## src/rtl/cpwm_pkg.sv

```systemverilog
package cpwm_pkg;
    typedef enum logic [0:0] {
        CNT_UP   = 1'b0,
        CNT_DOWN = 1'b1
    } cnt_dir_e;

    localparam int NPINS = 6;

    localparam logic [1:0] POL_OFF = 2'b00;
    localparam logic [1:0] POL_INV = 2'b11;
endpackage

```

## src/rtl/cpwm_counter.sv

```systemverilog
module cpwm_counter
    import cpwm_pkg::*;
#(
    parameter int CW = 8
) (
    input  logic          clk,
    input  logic          rst_n,
    input  logic          dual_slope,
    input  logic [CW-1:0] period,
    input  logic          cmp_wr,
    input  logic [CW-1:0] cmp_data,
    output logic [CW-1:0] cnt,
    output logic [CW-1:0] cmp_act,
    output logic          ovf_evt
);
    cnt_dir_e      st_q, st_n;
    logic [CW-1:0] cnt_q, cnt_n;
    logic [CW-1:0] pend_q;
    logic          at_top;
    logic          at_zero;
    logic          upd;

    assign at_top  = (cnt_q >= period);
    assign at_zero = (cnt_q == '0);

    always_comb begin
        st_n  = st_q;
        cnt_n = cnt_q;
        unique case (st_q)
            CNT_UP: begin
                if (!dual_slope) begin
                    cnt_n = at_top ? '0 : cnt_q + 1'b1;
                end else if (period == '0) begin
                    cnt_n = '0;
                end else if (at_top) begin
                    st_n  = CNT_DOWN;
                    cnt_n = cnt_q - 1'b1;
                end else begin
                    cnt_n = cnt_q + 1'b1;
                end
            end
            CNT_DOWN: begin
                if (!dual_slope) begin
                    st_n  = CNT_UP;
                    cnt_n = '0;
                end else if (at_zero) begin
                    st_n  = CNT_UP;
                    cnt_n = (period == '0) ? '0 : {{(CW-1){1'b0}}, 1'b1};
                end else begin
                    cnt_n = cnt_q - 1'b1;
                end
            end
            default: begin
                st_n  = CNT_UP;
                cnt_n = '0;
            end
        endcase
    end

    always_ff @(posedge clk) begin
        if (!rst_n) begin
            st_q  <= CNT_UP;
            cnt_q <= '0;
        end else begin
            st_q  <= st_n;
            cnt_q <= cnt_n;
        end
    end

    assign upd     = dual_slope ? at_zero : at_top;
    assign ovf_evt = dual_slope ? (st_q == CNT_DOWN && at_zero) : at_top;

    always_ff @(posedge clk) begin
        if (!rst_n) begin
            pend_q  <= '0;
            cmp_act <= '0;
        end else begin
            if (cmp_wr) pend_q <= cmp_data;
            if (upd)    cmp_act <= pend_q;
        end
    end

    assign cnt = cnt_q;


    saw_wrap_chk: assert property (@(posedge clk) disable iff (!rst_n)
        (!dual_slope && cnt_q >= period) |=> (cnt_q == '0));


    tri_turn_chk: assert property (@(posedge clk) disable iff (!rst_n)
        (dual_slope && st_q == CNT_DOWN && at_zero && period != '0) |=> (st_q == CNT_UP && cnt_q != '0));


    cmp_hold_chk: assert property (@(posedge clk) disable iff (!rst_n)
        !upd |=> $stable(cmp_act));
endmodule

```

## src/rtl/cpwm_wave.sv

```systemverilog
module cpwm_wave
    import cpwm_pkg::*;
#(
    parameter int CW = 8
) (
    input  logic          dual_slope,
    input  logic [1:0]    pol_mode,
    input  logic [CW-1:0] period,
    input  logic [CW-1:0] cnt,
    input  logic [CW-1:0] cmp_act,
    output logic          wave,
    output logic          drive_en
);
    logic base;

    always_comb begin
        if (!dual_slope) begin
            base = (cmp_act >= period) ? 1'b1 : (cnt < cmp_act);
        end else begin
            base = (cmp_act >= period) ? 1'b0 : (cnt >= cmp_act);
        end
    end

    assign wave     = (pol_mode == POL_INV) ? ~base : base;
    assign drive_en = (pol_mode != POL_OFF);
endmodule

```

## src/rtl/cpwm_pinmux.sv

```systemverilog
module cpwm_pinmux
    import cpwm_pkg::*;
#(
    parameter int NP = NPINS
) (
    input  logic          wave,
    input  logic          drive_en,
    input  logic [NP-1:0] ovr_en,
    input  logic [NP-1:0] port_bits,
    output logic [NP-1:0] pins
);
    for (genvar i = 0; i < NP; i++) begin : g_pin
        assign pins[i] = (drive_en && ovr_en[i]) ? wave : port_bits[i];
    end
endmodule

```

## src/rtl/commutation_pwm.sv

```systemverilog
module commutation_pwm
    import cpwm_pkg::*;
#(
    parameter int CW = 8
) (
    input  logic          clk,
    input  logic          rst_n,
    input  logic          dual_slope,
    input  logic [1:0]    pol_mode,
    input  logic [CW-1:0] period,
    input  logic          cmp_wr,
    input  logic [CW-1:0] cmp_data,
    input  logic [5:0]    ovr_en,
    input  logic [5:0]    port_bits,
    input  logic          ovf_clr,
    input  logic          irq_en,
    output logic [5:0]    pins,
    output logic          ovf_flag,
    output logic          irq
);
    logic [CW-1:0] cnt;
    logic [CW-1:0] cmp_act;
    logic          ovf_evt;
    logic          wave;
    logic          drive_en;
    logic          flag_q;

    cpwm_counter #(.CW(CW)) u_cnt (
        .clk(clk), .rst_n(rst_n), .dual_slope(dual_slope), .period(period),
        .cmp_wr(cmp_wr), .cmp_data(cmp_data), .cnt(cnt), .cmp_act(cmp_act),
        .ovf_evt(ovf_evt)
    );

    cpwm_wave #(.CW(CW)) u_wave (
        .dual_slope(dual_slope), .pol_mode(pol_mode), .period(period),
        .cnt(cnt), .cmp_act(cmp_act), .wave(wave), .drive_en(drive_en)
    );

    cpwm_pinmux #(.NP(NPINS)) u_mux (
        .wave(wave), .drive_en(drive_en), .ovr_en(ovr_en),
        .port_bits(port_bits), .pins(pins)
    );

    always_ff @(posedge clk) begin
        if (!rst_n) flag_q <= 1'b0;
        else        flag_q <= ovf_evt | (flag_q & ~ovf_clr);
    end

    assign ovf_flag = flag_q;
    assign irq      = flag_q & irq_en;


    flag_set_chk: assert property (@(posedge clk) disable iff (!rst_n)
        ovf_evt |=> ovf_flag);


    flag_hold_chk: assert property (@(posedge clk) disable iff (!rst_n)
        (ovf_flag && !ovf_clr) |=> ovf_flag);


    saw_zero_chk: assert property (@(posedge clk) disable iff (!rst_n)
        (!dual_slope && cmp_act == '0 && pol_mode == 2'b10 && ovr_en[0]) |-> !pins[0]);
endmodule

```

## config.mk

```make
export PLATFORM = sky130hd
export DESIGN_NAME = commutation_pwm
export DESIGN_NICKNAME = d
export VERILOG_FILES = /design/src/rtl/cpwm_pkg.sv /design/src/rtl/cpwm_counter.sv /design/src/rtl/cpwm_wave.sv /design/src/rtl/cpwm_pinmux.sv /design/src/rtl/commutation_pwm.sv
export SDC_FILE = /design/constraint.sdc
export NUM_CORES = 1
export LEC_CHECK = 0
export BUFFER_PORTS_ARGS = -buffer_cell sky130_fd_sc_hd__buf_4
export CAP_MARGIN = 30
export CORE_ASPECT_RATIO = 1.5
export CORE_UTILIZATION = 40
export DETAILED_ROUTE_END_ITERATION = 10
export PLACE_DENSITY_LB_ADDON = 0.15
export SYNTH_ARGS = -nofsm -noshare
export SYNTH_HDL_FRONTEND = slang
export SYNTH_SLANG_ARGS = --single-unit
```

## constraint.sdc

```tcl
create_clock -name clk -period 6.1 [get_ports clk]
set_clock_uncertainty 0.1 [all_clocks]
set_input_delay 0.61 -clock clk [delete_from_list [all_inputs] [get_ports clk]]
set_output_delay 0.61 -clock clk [all_outputs]
set_load 0.05 [all_outputs]
```

==> After elaboration in Yosys (flattened, before gate mapping) <==
Index checks and enable logic that the tools add are counted.
{ "word_totals": {"input_bits": 36, "elab_cells": 54, "out_inout_bits": 8, "reg_bits": 26} }
{ "op_classes": {"n_addsub": 2, "n_lt_le_gt_ge": 4, "n_reduce_logical": 10, "muxes": 26, "eq_ne": 1, "bitwise_logic": 6} }
{ "ops": {"columns": ["op", "n"], "rows": [
  ["8-bit two-way mux", 6],
  ["8-bit >= comparator", 3],
  ["1-bit two-way mux", 18],
  ["8-bit zero test", 2],
  ["8-bit one-hot mux with 2 select lines", 1],
  ["8-bit by 1-bit adder with 8-bit output, second input constant", 1],
  ["8-bit < comparator", 1],
  ["8-bit by 1-bit subtractor with 8-bit output, second input constant", 1],
  ["1-bit logical AND", 7],
  ["1-bit inverter", 3],
  ["1-bit AND", 2],
  ["2-bit == test, second input constant", 1],
  ["1-bit one-hot mux with 2 select lines", 1],
  ["2-bit nonzero test", 1],
  ["1-bit OR", 1]
]} }

==> Depth between registers and ports, before layout <==
Gate-level depths: netlist of the first run.
{ "logic_depth": {"ltp_word": 6, "ltp_mapped": 11, "mapped_depth_nobuf": 9} }

==> Modules after synthesis <==
From an unflattened synthesis of the first run, not the netlist that was laid out.
{ "unflattened": {"hier_cells": 244, "hier_area_um2": 2094.5} }
{ "by_module_without_submodules": {"columns": ["module", "area_each_um2", "n_inst", "seq_area_each_um2", "cells_per_inst"], "rows": [
  ["cpwm_counter", 1501.4, 1, 500.5, 168],
  ["cpwm_wave", 454.2, 1, 0.0, 60],
  ["cpwm_pinmux", 90.1, 1, 0.0, 12],
  ["commutation_pwm", 48.8, 1, 20.0, 4]
]} }

==> Worst setup path before layout of the first run <==
Ideal clock, no wire load.
{ "synth_timing": {"path_kind": "input -> output", "from": "in period[0]", "to": "out pins[0]", "path_buffers": 0, "path_slack_ns": 2.179, "required_ns": 5.390, "path_stages": 7, "t_arrival_ns": 3.211, "path_cell_list": "ha_1 -> nand2b_4 -> a2111oi_4 -> o31ai_2 -> a211o_1 -> o211a_1 -> a311oi_1"} }
{ "synth_between": {"elab_chain_cells": 6, "elab_cells_between_ends": 7, "cone_classes": "order compare: 1; mux: 5; bitwise: 1"} }
{ "synth_rtl": {"columns": ["item", "line_no", "text"], "rows": [
  ["start, declared", "commutation_pwm.sv:10", "input logic [CW-1:0] period,"],
  ["8-bit >= comparator *", "cpwm_wave.sv:18, cpwm_wave.sv:20", null],
  ["1-bit two-way mux (on tied branches)", "cpwm_wave.sv:18, cpwm_wave.sv:20", null],
  ["1-bit two-way mux *", "cpwm_wave.sv:17", "if (!dual_slope) begin"],
  ["1-bit inverter", "cpwm_wave.sv:24", "assign wave = (pol_mode == POL_INV) ? ~base : base;"],
  ["1-bit two-way mux *", "cpwm_wave.sv:24", null],
  ["1-bit two-way mux *", "cpwm_pinmux.sv:13", "assign pins[i] = (drive_en && ovr_en[i]) ? wave : port_bits[i];"],
  ["end, declared", "commutation_pwm.sv:17", "output logic [5:0] pins,"]
]} }
Mark *: on every way between the ends. The rest lies on a longest branch, timed or not.

==> Worst setup path in the final report of the first run <==
{ "layout_timing": {"from": "reg u_cnt.cnt_q[0], in the netlist u_cnt.cnt[0]", "to": "out pins[1]"} }
{ "layout_between": {"elab_chain_cells": 6, "elab_cells_between_ends": 8, "cone_classes": "order compare: 2; mux: 5; bitwise: 1"} }
{ "layout_rtl": {"columns": ["item", "line_no", "text"], "rows": [
  ["start, declared", "cpwm_counter.sv:17", "logic [CW-1:0] cnt_q, cnt_n;"],
  ["start signal, assigned", "cpwm_counter.sv:66", "cnt_q <= cnt_n;"],
  ["8-bit < comparator / 8-bit >= comparator (equally long branches)", "cpwm_wave.sv:18, cpwm_wave.sv:20", null],
  ["1-bit two-way mux (on tied branches)", "cpwm_wave.sv:18, cpwm_wave.sv:20", null],
  ["1-bit two-way mux *", "cpwm_wave.sv:17", null],
  ["1-bit inverter", "cpwm_wave.sv:24", null],
  ["1-bit two-way mux *", "cpwm_wave.sv:24", null],
  ["1-bit two-way mux *", "cpwm_pinmux.sv:13", null]
]} }
Marks and branches as above.

==> metrics.md, run 1 <==
| Metric | Value |
|---|---|
| Run status | complete, no violations |
| Post-detail-place hpwl | about 3.8 mm |
| Unrepaired setup endpoints after global routing | no |
| Avg Cell Area, Syn | ~8.2 sq um |
| Core Region | 0.00489 sq mm |
| Reg clk slew, reported paths | 0.10 ns |
| Worst setup SP type | register |
| R2r startpoint | u_cnt.cnt[0]$_SDFF_PN0_ |
| Antenna Cells | 0 |
| Num CTS Buffers | 3 |
| Clock Tree Root | clkbuf_8 |
| WL/cell | approximately 13 um |
| Hold Slack | about 0.38 ns |
| Final hold vios | 0 |
| DRC Markers | 0 |
| Postcts setup bufs | 0 |
| Clock Sinks | 26 |
| Die span in y | approximately 90 um |
| Reg-to-reg setup timing slack | 3.22 ns |
| Max_cap viols | 0 |
| Post-layout util | 0.510 |
| Leakage | 0.00119 uW |
| Number of enable flip-flop cells after synthesis | 0 |
| Worst setup path category | register to output pin |
| Setup TNS | 0 ns |
| Placer Congestion | around 0.79 |
| Met3 GRT Util | 0.0230 |
| CTS Buffer Depth | 2 |
| Reg2reg end | u_cnt.cmp_act[5]$_SDFFE_PN0P_ |
| I/O Buffers | 43 |
| GRT overflow | 0 |
| FMAX | approximately 280 MHz |
| Setup-failing EPs final | 0 |
| Iteration-0 DRC count of the detailed router | 94 |
| Worst-margin pin slew | slightly above 0.9 ns |
| Initial Utilization | 0.421 |
| Pin count of the biggest net entering global routing | 31 |
| Combinational Power Share | 0.534 |
| Fraction of layout cells with a size suffix above 1 | 0.195 |
| Place WS | approximately 2.6 ns |
| Initial antenna violation count | 0 |
| Unique masters post-synth | just over 50 |
| Peak supply drop | 0.000134 V |
| Post-CTS Resized | 0 |
| Clock Latency Late Sink | around 0.28 ns |
| GR Util met2 | 0.331 |
| Post-layout nets | approximately 350 |
| Slew margin rel. | 0.390 |
| Hold Crit Start | u_cnt.pend_q[2]$_SDFFE_PN0P_ |
| Min Tclk post-route | ~3.6 ns |
| Final Max Slew Viols | 0 |
| Critical Path RT | 5.39 ns |
| Synthesized flop and latch total | 26 |
| Area grow syn2layout | 21.3% |
| Syn Std Cell Area | 0.00206 sq mm |
| Asr flop ratio synth | 0 |
| Pwr dens | between 300 and 400 mW/mm^2 |
| Area leader, netlist | dfxtp_1 |
| Via count | 1920 |
| H-tree depth | 1 |
| Worst-path fanout max | 9 |
| WHS Endpoint | u_cnt.cmp_act[2]$_SDFFE_PN0P_ |
| Most numerous cell in the Yosys netlist | ha_1 |
| IO Pins | 44 |
| Sw Pwr | about 360 uW |
| Min-Delay Path Class | register to register |
| Final WS setup | about 2.5 ns |
| Gr usage total | 0.183 |
| Vias in the first global route | ~1800 |
| Net Sw Frac | 0.438 |
| Routed Antenna Nets | 0 |
| Final wirelength | 4.74 mm |
| FF-to-FF path depth | 8 |
| YS warnings | 0 |
| GRT busiest layer | met2 |
| CTS tree | done |
| First-pass GRT wire length | just under 8 mm |
| Final period util | 0.585 |
| Die W | 60.6 um |
| Sequential area share after synthesis | 0.253 |
| Drt first pass iters | 4 |
| Post-synth top cells | ha_1, dfxtp_1, nand2_1, inv_1, o21ai_0 |
| CP Capture Type | output pin |
| Critical Path AT | about 2.9 ns |
| Overall power | 819 uW |
| Vias per cell | between 5 and 6 |
| CTS hold repair buffers | 0 |
| Rows | 31 |
| Top-area cell type share of the netlist area | 0.253 |
| Reg power frac | 0.289 |
| Post-Syn Instances | 250 |
| Worst hold path depth | 2 |
| Int Power | ~460 uW |
| Syn nets | ~310 |
| Die area | around 0.0054 sq mm |
| Clock share of power | 0.177 |
| Met1 GRT Util | 0.216 |
| Main flop type after synthesis | dfxtp_1 |
| Top post-synthesis cells by area | dfxtp_1, ha_1, mux2i_1 |
-- state kept, by name, indices dropped and copies added (netlist names) --
signal         cells
ovf_flag           1
u_cnt.cmp_act      8
u_cnt.cnt          8
u_cnt.pend_q       8
u_cnt.st_q         1
-- placed cells by master (no fill, tap or decap), types with 9 or more instances in the layout --
cell type and count:
dfxtp_1 26, mux2i_1 9, nand2_1 22, inv_1 21, o21ai_0 16, nor2_1 12
nand3_1 13, a21oi_1 14, ha_1 27, buf_4 43, nor2b_1 11
-- how the worst max path moves through the flow --
stage                            start      end
2_1_floorplan                period[0]  pins[0]
3_3_place_gp                 period[0]  pins[3]
3_5_place_dp                 period[0]  pins[1]
4_1_cts        u_cnt.cnt[0]$_SDFF_PN0_  pins[1]
5_1_grt        u_cnt.cnt[0]$_SDFF_PN0_  pins[5]
6_report       u_cnt.cnt[0]$_SDFF_PN0_  pins[1]
-- critical path, stage by stage, from the launching register on --
cell and delay (ns):
dfxtp_1 0.54, inv_1 0.18, ha_1 0.22, nand2b_1 0.13
a21oi_1 0.19, o21ai_0 0.11, and3_1 0.20, a211oi_1 0.57
a311oi_1 0.20, buf_4 0.23
-- layout make-up --
class / instances / area [sq um]
Fill cell: 526 / 2390
Clock buffer: 3 / 41.3
Sequential cell: 26 / 520
Tap cell: 66 / 82.6
Timing Repair Buffer: 43 / 323
Inverter: 21 / 78.8
Multi-Input combinational cell: 193 / 1420
Clock inverter: 1 / 30.0
-- power groups by stage --
stage / Clock, uW / Combinational [uW] / Sequential (uW)
global route: 156 / 484 / 241
global placement: 0 / 431 / 239
detailed placement: 0 / 437 / 240
CTS: 151 / 439 / 236
finish: 145 / 437 / 237
floorplan: 0 / 339 / 223
-- metal layers --
| metal | part of all wire | vias to the layer above |
|---|---|---|
| li1 | - | 990 |
| met3 | 0.018 | 7 |
| met2 | 0.53 | 26 |
| met4 | 0.016 | 0 |
| met5 | 0 | - |
| met1 | 0.44 | 897 |
-- cell families after synthesis --
group | after synthesis | share of synthesized area
buf+inv | 31 | 0.0572
xor+xnor | 3 | 0.0128
fa+ha+maj | 27 | 0.164
mux | 10 | 0.0493
simple gates | 81 | 0.201
compound gates | 72 | 0.262
flops | 26 | 0.253
-- metrics by stage --
stage,instance area (sq um),instances
global placement,2420,349
CTS,2490,353
finish,2490,353
detailed placement,2420,349
global route,2490,353
floorplan,2060,250
Power figures use the tool's default switching activity.
==> run 2: changes to the inputs <==
==> constraint.sdc (replaced) <==
create_clock -name clk -period 2.9 [get_ports clk]
set_clock_uncertainty 0.1 [all_clocks]
set_input_delay 0.29 -clock clk [delete_from_list [all_inputs] [get_ports clk]]
set_output_delay 0.29 -clock clk [all_outputs]
set_load 0.05 [all_outputs]
==> run 2 against run 1 <==
Die area unchanged. Sequential power grew 92%. Sequential share of layout area fell by 2.2 points. Clock-buffer cell count unchanged. Power grew 140%. Utilization increased by 6.6 points. Critical path type unchanged. Largest power group unchanged. Highest routed layer unchanged.
==> metrics.md, run 2 (synthesis results as in run 1) <==
| Metric | Value |
|---|---|
| Hold Slack | 0.171 ns (-0.208 ns) |
| Slew margin rel. | 0.593 (+0.203) |
| Setup TNS | 0 ns (unchanged) |
| Critical Path RT | 2.51 ns (-2.88 ns) |
| Post-layout nets | 372 (+6.0%) |
| Post-detail-place hpwl | 4.14 mm (+10%) |
| Final period util | 0.989 |
| Min Tclk post-route | roughly 2.9 ns |
| Core Region | 0.00489 sq mm (unchanged) |
| Rows | 31 (unchanged) |
| Vias per cell | 5.34 (-1.8%) |
| CTS tree | done |
| Gr usage total | 0.201 (+0.0174) |
| Reg clk slew, reported paths | 0.09 ns (about the same) |
| Clock Sinks | 26 (unchanged) |
| Final Max Slew Viols | 0 (unchanged) |
| Pwr dens | 694 mW/mm^2 (+110%) |
| Drt first pass iters | 4 (unchanged) |
| Die span in y | 89.8 um (unchanged) |
| CP Capture Type | output pin |
| Layout Cells excl Fill | 373 (+5.7%) |
| Peak supply drop | 0.000522 V (+290%) |
| Vias in the first global route | 1991 (+13%) |
| FMAX | approximately 350 MHz |
| Critical Path AT | 2.48 ns (-0.38 ns) |
| Commonest cells after routing, fill and taps aside | buf_4, ha_1, nand2_1, dfxtp_1, inv_1 |
| Max_cap viols | 0 (unchanged) |
| Placer Congestion | 0.813 (+2.5%) |
| Final hold vios | 0 (unchanged) |
| DRC Markers | 0 (unchanged) |
| Routed Antenna Nets | 0 (unchanged) |
| Final wirelength | 5.16 mm (+8.7%) |
| Worst-margin pin slew | 0.610 ns (-0.299 ns) |
| Clock Latency Late Sink | 0.27 ns (about the same) |
| CTS hold repair buffers | 0 (unchanged) |
| Pin count of the biggest net entering global routing | 31 (unchanged) |
| Area after DPL | 0.00268 sq mm (+10%) |
| H-tree depth | 1 (unchanged) |
| Antenna Cells | 0 (unchanged) |
| Unrepaired setup endpoints after global routing | yes |
| Min-Delay Path Class | input pin to register |
| Area grow syn2layout | 36.9% |
| I/O Buffers | 43 (unchanged) |
| Dpl cells | 368 (+5.4%) |
| Initial Utilization | 0.421 (unchanged) |
| Worst-path fanout max | 6 (-3) |
| Die W | 60.6 um (unchanged) |
| Final WS setup | 0.0310 ns (-2.50 ns) |
| Iteration-0 DRC count of the detailed router | 108 (+15%) |
| GRT overflow | 0 (unchanged) |
| Final Cell Area | 0.00282 sq mm (+13%) |
| Place WS | 0.0801 ns (-2.55 ns) |
| Worst setup path category | register to output pin |
| Leakage | 0.00132 uW (+11%) |
| Initial antenna violation count | 0 (unchanged) |
| Setup-failing EPs final | 0 (unchanged) |
| Die area | 0.00544 sq mm (unchanged) |
| Clock Tree Root | clkbuf_8 |
| IO Pins | 44 (unchanged) |
| Most common cell after layout, fill and taps aside | buf_4 |
| WL/cell | 13.8 um (+2.8%) |
| Worst setup SP type | register |
| Fraction of layout cells with a size suffix above 1 | 0.306 (+0.111) |
| Run status | complete, no violations |
| Via count | 1992 (+3.8%) |
| CTS Buffer Depth | 2 (unchanged) |
| First-pass GRT wire length | 8.55 mm (+9.9%) |
| Num CTS Buffers | 3 (unchanged) |
[run 2: timing repair]
action,CTS,global route
hold endpoints to repair,0,0
resized for setup,14,6
setup endpoints to repair,6,7
setup buffers,0,2
pin swaps,8,11
cloned,0,0
[run 2: final cells by class]
cell class	instances	area, sq um
inverter	21	78.8
sequential	26	527
timing repair buffer	64	507
tap	66	82.6
clock buffer	3	41.3
multi-input combinational	193	1580
fill	499	2070
[run 2: metal layers]
| layer | vias to the layer above | GRT usage | share of wire |
|---|---|---|---|
| li1 | 1026 | - | - |
| met1 | 933 | 0.223 | 0.41 |
| met2 | 27 | 0.385 | 0.56 |
| met3 | 6 | 0.0187 | 0.020 |
| met4 | 0 | 0.0473 | 0.012 |
| met5 | - | 0 | 0 |
[run 2: report_power, final]
group | switching, uW | total (uW) | internal (uW)
clock network | 113 | 206 | 93.1
logic | 717 | 1290 | 577
registers | 44.1 | 454 | 410
[run 2: through the flow]
stage          utilization  power [uW]
2_1_floorplan            -        1300
3_3_place_gp         0.546        1590
3_5_place_dp         0.548        1630
4_1_cts              0.567        1900
5_1_grt              0.576        2110
6_report             0.576        1950
[run 2: worst max-delay path, cell delays in order (launching register included)]
cell and delay [ns]:
dfxtp_2 0.35, ha_1 0.32, nand4_1 0.15, o31ai_4 0.34, a211oi_2 0.11, a211o_4 0.35
o211a_1 0.17, a311oi_4 0.22, buf_6 0.20
[run 2: path summary, 6_finish.rpt]
check | to | startpoint | cells after the start | slack (ns)
max | pins[0] | u_cnt.cmp_act[7]$_SDFFE_PN0P_ | 8 | 0.03
min | u_cnt.pend_q[5]$_SDFFE_PN0P_ | cmp_data[5] | 3 | 0.17
max reg2reg | u_cnt.cnt[5]$_SDFF_PN0_ | u_cnt.cnt[6]$_SDFF_PN0_ | 9 | 0.46
min reg2reg | u_cnt.cmp_act[0]$_SDFFE_PN0P_ | u_cnt.pend_q[0]$_SDFFE_PN0P_ | 2 | 0.37
